<file path="config.mk">
export PLATFORM = sky130hd
export DESIGN_NAME = adc_frame_unpack
export DESIGN_NICKNAME = d
export VERILOG_FILES = /design/src/rtl/adc_unpack_pkg.sv /design/src/rtl/adc_unpack_inreg.sv /design/src/rtl/adc_unpack_phase.sv /design/src/rtl/adc_unpack_lane.sv /design/src/rtl/adc_unpack_outsel.sv /design/src/rtl/adc_frame_unpack.sv
export SDC_FILE = /design/constraint.sdc
export NUM_CORES = 2
export LEC_CHECK = 0
export CAP_MARGIN = 10
export CELL_PAD_IN_SITES_DETAIL_PLACEMENT = 1
export CELL_PAD_IN_SITES_GLOBAL_PLACEMENT = 1
export CORE_MARGIN = 2
export CORE_UTILIZATION = 50
export CTS_CLUSTER_DIAMETER = 80
export DETAILED_ROUTE_END_ITERATION = 8
export DONT_BUFFER_PORTS = 1
export PLACE_DENSITY = 0.78
export REMOVE_ABC_BUFFERS = 1
export SETUP_SLACK_MARGIN = 0.5
export SYNTH_ARGS = -nofsm -noshare
export SYNTH_HDL_FRONTEND = slang
export SYNTH_HIERARCHICAL = 1
export SYNTH_SLANG_ARGS = --single-unit
</file>
<file path="constraint.sdc">
create_clock -name clk -period 2.2 [get_ports clk]
set_input_delay 0.44 -clock clk [delete_from_list [all_inputs] [get_ports clk]]
set_output_delay 0.44 -clock clk [all_outputs]
set_load 0.02 [all_outputs]
</file>
<file path="src/rtl/adc_unpack_pkg.sv">
package adc_unpack_pkg;

    // Fixed geometry of one lane slice
    localparam int SAMP_W  = 12;
    localparam int LANE_W  = 32;
    localparam int SLOTS   = 5;
    localparam int SPLIT_HI = LANE_W - 2 * SAMP_W;   // bits of the straddling sample in word 0
    localparam int SPLIT_LO = SAMP_W - SPLIT_HI;     // bits of the straddling sample in word 1
    localparam int PAD_W   = 2 * LANE_W - SLOTS * SAMP_W;
    localparam int USED1_W = LANE_W - PAD_W;         // meaningful bits of word 1 per lane

    typedef enum logic {
        PH_FIRST  = 1'b0,
        PH_SECOND = 1'b1
    } phase_e;

    typedef struct packed {
        logic vld;
        logic sof;
    } ctl_t;

    // Frame position of slot j in lane k
    function automatic int samp_index(input int lane, input int slot, input int lanes);
        int half;
        half = lanes / 2;
        return 2 * (lane % half) + (lane / half) + lanes * slot;
    endfunction

endpackage

</file>
<file path="src/rtl/adc_unpack_inreg.sv">
module adc_unpack_inreg
    import adc_unpack_pkg::*;
#(
    parameter int WORD_W = 512
) (
    input  logic              clk,
    input  logic              rst,
    input  logic              in_valid,
    input  logic              in_sof,
    input  logic [WORD_W-1:0] in_data,
    output ctl_t              q_ctl,
    output logic [WORD_W-1:0] q_data
);

    always_ff @(posedge clk) begin
        if (rst) begin
            q_ctl  <= '0;
            q_data <= '0;
        end else begin
            q_ctl.vld <= in_valid;
            q_ctl.sof <= in_sof;
            q_data    <= in_data;
        end
    end

endmodule

</file>
<file path="src/rtl/adc_unpack_phase.sv">
module adc_unpack_phase
    import adc_unpack_pkg::*;
#(
    parameter int WORD_W = 512
) (
    input  logic              clk,
    input  logic              rst,
    input  ctl_t              q_ctl,
    input  logic [WORD_W-1:0] q_data,
    output phase_e            phase,
    output logic [WORD_W-1:0] hold_q,
    output logic              frame_go
);

    // A frame completes when an unmarked valid word meets a held first word
    assign frame_go = q_ctl.vld && !q_ctl.sof && (phase == PH_SECOND);

    always_ff @(posedge clk) begin
        if (rst) begin
            phase  <= PH_FIRST;
            hold_q <= '0;
        end else if (q_ctl.vld) begin
            if (q_ctl.sof) begin
                hold_q <= q_data;      // new frame start; any partial frame is dropped
                phase  <= PH_SECOND;
            end else if (phase == PH_SECOND) begin
                phase  <= PH_FIRST;
            end
        end
    end

endmodule

</file>
<file path="src/rtl/adc_unpack_lane.sv">
module adc_unpack_lane
    import adc_unpack_pkg::*;
(
    input  logic [LANE_W-1:0]        first_slice,
    input  logic [USED1_W-1:0]       second_used,
    output logic [SLOTS*SAMP_W-1:0]  samples
);

    localparam int S1_TOP = USED1_W - 1;

    // slot j sits at samples[(SLOTS-1-j)*SAMP_W +: SAMP_W]
    assign samples[(SLOTS-1)*SAMP_W +: SAMP_W] = first_slice[LANE_W-1 -: SAMP_W];
    assign samples[(SLOTS-2)*SAMP_W +: SAMP_W] = first_slice[LANE_W-1-SAMP_W -: SAMP_W];
    assign samples[(SLOTS-3)*SAMP_W +: SAMP_W] = {first_slice[SPLIT_HI-1:0],
                                                  second_used[S1_TOP -: SPLIT_LO]};
    assign samples[(SLOTS-4)*SAMP_W +: SAMP_W] = second_used[S1_TOP-SPLIT_LO -: SAMP_W];
    assign samples[(SLOTS-5)*SAMP_W +: SAMP_W] = second_used[S1_TOP-SPLIT_LO-SAMP_W -: SAMP_W];

endmodule

</file>
<file path="src/rtl/adc_unpack_outsel.sv">
module adc_unpack_outsel #(
    parameter int OUT_W = 480
) (
    input  logic               clk,
    input  logic               rst,
    input  logic               frame_go,
    input  logic [2*OUT_W-1:0] frame_bus,
    output logic               out_valid,
    output logic               out_half,
    output logic [OUT_W-1:0]   out_samples
);

    logic [OUT_W-1:0] pend_q;

    always_ff @(posedge clk) begin
        if (rst) begin
            out_valid   <= 1'b0;
            out_half    <= 1'b0;
            out_samples <= '0;
            pend_q      <= '0;
        end else if (frame_go) begin
            out_samples <= frame_bus[2*OUT_W-1 -: OUT_W];
            pend_q      <= frame_bus[OUT_W-1:0];
            out_valid   <= 1'b1;
            out_half    <= 1'b0;
        end else if (out_valid && !out_half) begin
            out_samples <= pend_q;
            out_valid   <= 1'b1;
            out_half    <= 1'b1;
        end else begin
            out_valid   <= 1'b0;
            out_half    <= 1'b0;
        end
    end

endmodule

</file>
<file path="src/rtl/adc_frame_unpack.sv">
module adc_frame_unpack
    import adc_unpack_pkg::*;
#(
    parameter int LANES = 16,
    localparam int WORD_W      = LANES * LANE_W,
    localparam int FRAME_SAMPS = LANES * SLOTS,
    localparam int FRAME_W     = FRAME_SAMPS * SAMP_W,
    localparam int OUT_W       = FRAME_W / 2
) (
    input  logic              clk,
    input  logic              rst,
    input  logic              in_valid,
    input  logic              in_sof,
    input  logic [WORD_W-1:0] in_data,
    output logic              out_valid,
    output logic [OUT_W-1:0]  out_samples
);

    ctl_t              q_ctl;
    logic [WORD_W-1:0] q_data;
    logic [WORD_W-1:0] hold_q;
    phase_e            phase;
    logic              frame_go;
    logic              out_half;
    logic [FRAME_W-1:0] frame_bus;
    logic [SLOTS*SAMP_W-1:0] lane_smp [LANES];

    adc_unpack_inreg #(.WORD_W(WORD_W)) u_inreg (
        .clk(clk), .rst(rst), .in_valid(in_valid), .in_sof(in_sof),
        .in_data(in_data), .q_ctl(q_ctl), .q_data(q_data)
    );

    adc_unpack_phase #(.WORD_W(WORD_W)) u_phase (
        .clk(clk), .rst(rst), .q_ctl(q_ctl), .q_data(q_data),
        .phase(phase), .hold_q(hold_q), .frame_go(frame_go)
    );

    for (genvar k = 0; k < LANES; k++) begin : g_lane
        adc_unpack_lane u_lane (
            .first_slice(hold_q[k*LANE_W +: LANE_W]),
            .second_used(q_data[k*LANE_W+PAD_W +: USED1_W]),
            .samples(lane_smp[k])
        );
        for (genvar j = 0; j < SLOTS; j++) begin : g_slot
            localparam int IDX = samp_index(k, j, LANES);
            assign frame_bus[FRAME_W-1-IDX*SAMP_W -: SAMP_W] =
                lane_smp[k][(SLOTS-1-j)*SAMP_W +: SAMP_W];
        end
    end

    adc_unpack_outsel #(.OUT_W(OUT_W)) u_outsel (
        .clk(clk), .rst(rst), .frame_go(frame_go), .frame_bus(frame_bus),
        .out_valid(out_valid), .out_half(out_half), .out_samples(out_samples)
    );

endmodule

</file>
==> impl_summary.log <==
INFO  metric status = finished with violations
INFO  metric violations = capacitance limit, slew limit, setup timing
INFO  metric pins_over_their_slew_limit = 2
INFO  metric via_per_inst = 7.01
INFO  metric synth_enable_flop_cells = 0
INFO  metric routabilityCongestion = 0.852
INFO  metric postLayoutCellArea = 0.101 sq mm
INFO  metric min_delay_worst_endpoint = u_outsel/out_samples[30]$_SDFFE_PP0P_
INFO  metric clk_transition_reported_paths = 0.08 ns
INFO  metric cts.sink_count = 1,989
INFO  metric critical_path.max_fanout = 8
INFO  metric postSynthCellCount = 8,123
INFO  metric achievable-frequency = 0.379 GHz
INFO  metric maximum_count_of_clock_buffers_along_a_single_path = 3
INFO  metric wl_per_cell = 40.8 um
INFO  metric core.rowCount = 149
INFO  metric dr.first_iter.drc_count = 10,800
INFO  metric finalClockSkew = 0.0526 ns
INFO  metric cp_common_cell = sky130_fd_sc_hd__buf_12
INFO  metric place.detailed.hpwl = 137,000 um
INFO  metric whs_path_depth = 2
INFO  metric area.sequential = 0.0416 sq mm
INFO  metric antenna_left = 0
INFO  metric vias = 71,400
INFO  metric synth_top_area_frac = 0.482
INFO  metric drv_cap = 1
INFO  metric floorplan.core_area = 0.164 sq mm
INFO  metric synthDominantAreaCellType = sky130_fd_sc_hd__dfxtp_1
INFO  metric critical_path.reg2reg.endpoint = u_outsel/out_samples[263]$_SDFFE_PP0P_
INFO  metric synth-seq-cells = 1,989
INFO  metric grt_use_total = 0.366
INFO  metric tritoncts = built
INFO  metric remaining_drc_errors = 0
INFO  metric syn_avg_cell_area = 10.2 sq um
INFO  metric worst_skew_late_latency = 0.93 ns
INFO  metric worstSetupPathType = flop to flop
INFO  metric cp_cell_instances = and3b_4, buf_12, buf_12, buf_16, buf_12, buf_16, buf_8, mux2i_1, a221oi_1
INFO  metric relSlewSlack = -0.0583
INFO  metric routed_wirelength = 415,000 um
INFO  metric clock_tree.root_cell = sky130_fd_sc_hd__clkbuf_16
INFO  metric io_buffer_count = 0
INFO  metric worst_path_max_delay_cell = sky130_fd_sc_hd__a221oi_1
INFO  metric overall_overflow_remaining_after_global_route = 0
INFO  metric die_area = 0.168 sq mm
INFO  metric vias_in_the_first_global_route = 67,700
INFO  metric start_util = 0.502
INFO  metric kind_of_launch_point_of_the_worst_setup_path = flop
INFO  metric share_of_synthesized_flip_flops_with_an_asynchronous_set_or_reset = 0
INFO  metric layout.cells.most_common = sky130_fd_sc_hd__dfxtp_1
INFO  metric drive_above_1_share = 0.277
INFO  metric area_growth_syn_to_layout = 22.3%
INFO  metric grt_max_degree = 1,990
INFO  metric fin_nets = 8,279
INFO  metric worstHoldPathType = input port to flop
INFO  metric grt_first_pass_wirelength = 467,000 um
INFO  metric period_share = 1.20
INFO  metric postPlaceCellArea = 0.0765 sq mm
INFO  metric reg2regPathDepth = 9
INFO  metric final_util = 0.614
INFO  metric most_frequent_cells_in_the_layout = 1,508 x sky130_fd_sc_hd__dfxtp_1, 947 x sky130_fd_sc_hd__nor2_1, 842 x sky130_fd_sc_hd__mux2i_1, 618 x sky130_fd_sc_hd__dlygate4sd3_1, 508 x sky130_fd_sc_hd__nand3_1
INFO  metric cts_inserted_buffers = 200
INFO  metric timing.final.setup_violations = 18
INFO  metric synth_ff_type = sky130_fd_sc_hd__dfxtp_1
INFO  metric floorplan.die.width = 410 um
INFO  metric timing_hold_violations_final = 0
INFO  metric mappedNetlistArea = 0.0826 sq mm
INFO  metric timing.critical_path.to_type = flop
INFO  metric worst_ep_required_time = 2.91 ns
INFO  metric vdd.ir_drop.worst = 0.000907 V
INFO  metric leakagePower = 34.6 nW
INFO  metric timing.hold.worst.start = rst
INFO  metric pwr_density_cell = 798 mW/mm^2
INFO  metric initial_antenna_violation_count = 89
INFO  metric detailedRoute.firstPassIterationCount = 9
INFO  metric rsz0062_at_grt = true
INFO  metric worst_r2r_startpoint = u_inreg/q_ctl[0]$_SDFF_PP0_
INFO  metric critical_path_arrival = 3.35 ns
INFO  metric synth-warning-count = 6
INFO  metric netlist_top_cells_area = sky130_fd_sc_hd__dfxtp_1 48%, sky130_fd_sc_hd__mux2i_1 12%, sky130_fd_sc_hd__buf_4 9.6%
INFO  metric timing.reg2reg.setup_slack = -0.44 ns
INFO  metric multiInputGateArea = 0.0338 sq mm
INFO  metric period_minus_slack = 2.64 ns
INFO  metric htree_levels = 4
INFO  metric fin_ws = -0.439 ns
INFO  metric synth.lib_cells_used.distinct = 20
INFO  metric max_stage_delay = 0.80 ns
INFO  metric filler_cell_count = 15,900
INFO  metric yosysSeqAreaShare = 0.482
INFO  metric die_y = 410 um
INFO  metric tightest_slew = 1.58 ns
INFO  metric num_io_pins = 997
[Yosys cell counts, types with 184 or more instances]
library cell	number
sky130_fd_sc_hd__dfxtp_1	1989
sky130_fd_sc_hd__buf_2	287
sky130_fd_sc_hd__nor2b_1	331
sky130_fd_sc_hd__nand3_1	512
sky130_fd_sc_hd__a221oi_1	391
sky130_fd_sc_hd__a21oi_1	512
sky130_fd_sc_hd__nor2_1	961
sky130_fd_sc_hd__a21bo_2	512
sky130_fd_sc_hd__clkbuf_1	250
sky130_fd_sc_hd__mux2i_1	961
sky130_fd_sc_hd__buf_4	1056
sky130_fd_sc_hd__and2b_1	184
[metal layers]
layer	share of wire	global-route usage	routed length [um]
met2	0.43	0.614	179000
met1	0.32	0.389	132000
met4	0.12	0.287	50800
met5	0.0021	0.000575	870
met3	0.12	0.100	51900
[registers in the layout, summed over array words and instances (netlist names)]
register,flops
u_phase/phase,1
u_outsel/out_valid,1
u_inreg/q_ctl,2
u_inreg/q_data,512
u_outsel/out_half,1
u_outsel/out_samples,480
u_phase/hold_q,512
u_outsel/pend_q,480
[how the worst max path moves through the flow]
stage                           startpoint                                     end  slack (ns)
6_report       u_inreg/q_ctl[0]$_SDFF_PP0_  u_outsel/out_samples[263]$_SDFFE_PP0P_       -0.44
5_1_grt        u_inreg/q_ctl[0]$_SDFF_PP0_  u_outsel/out_samples[263]$_SDFFE_PP0P_       -0.41
4_1_cts        u_inreg/q_ctl[0]$_SDFF_PP0_       u_outsel/pend_q[328]$_SDFFE_PP0P_        0.22
3_5_place_dp   u_inreg/q_ctl[0]$_SDFF_PP0_  u_outsel/out_samples[172]$_SDFFE_PP0P_        0.13
3_3_place_gp   u_inreg/q_ctl[0]$_SDFF_PP0_  u_outsel/out_samples[202]$_SDFFE_PP0P_        0.23
2_1_floorplan  u_inreg/q_ctl[1]$_SDFF_PP0_    u_outsel/out_samples[0]$_SDFFE_PP0P_      -60.25
[cells by family after synthesis]
group,count (synthesis),share of synthesized area
AO/OA/AOI/OAI,1504,0.151
buffers and inverters,1677,0.134
flip-flops,1989,0.482
multiplexers,961,0.116
AND/OR/NAND/NOR,1992,0.117
[stage by stage]
stage	cells	hold WS, ns	power (W)	setup slack, ns	TNS, ns
2_1_floorplan	6446	0.437	0.0407	-60.25	-
3_3_place_gp	8793	0.447	0.0407	0.229	0
5_1_grt	10100	0.129	0.0817	-0.413	-2.78
3_5_place_dp	8793	0.457	0.0408	0.127	0
4_1_cts	10000	-0.333	0.0760	0.217	0
6_report	10200	0.127	0.0806	-0.439	-3.06
[power by group]
part           leakage, nW  internal (W)  switching (W)  total (W)
Clock                 3.27        0.0201         0.0174     0.0375
Combinational         14.8       0.00215        0.00324    0.00539
Sequential            16.6        0.0364        0.00129     0.0377
[worst max-delay path: cells and delay by family, from the launching register on]
kind,cells,cell delay [ns]
compound gates,1,0.80
flops,1,0.34
mux,1,0.15
buf+inv,6,0.85
simple gates,1,0.29
[what timing repair did]
| item | CTS | global route |
|---|---|---|
| cloned | 110 | 50 |
| hold buffers | 616 | 2 |
| setup endpoints to repair | 1752 | 2319 |
| resized for setup | 1287 | 355 |
| pin swaps | 37 | 53 |
| setup buffers | 124 | 48 |
| hold endpoints to repair | 838 | 21 |
[area by class of cell]
| cell class | count | share of cell area |
|---|---|---|
| repair buffers | 1115 | 0.158 |
| diodes | 67 | 0.00166 |
| flip-flops and latches | 1989 | 0.412 |
| well taps | 2189 | 0.0271 |
| clock inverters | 54 | 0.00647 |
| clock buffers | 307 | 0.0595 |
| multi-input cells | 4457 | 0.335 |
No activity file was read; power rests on OpenSTA's default activity.
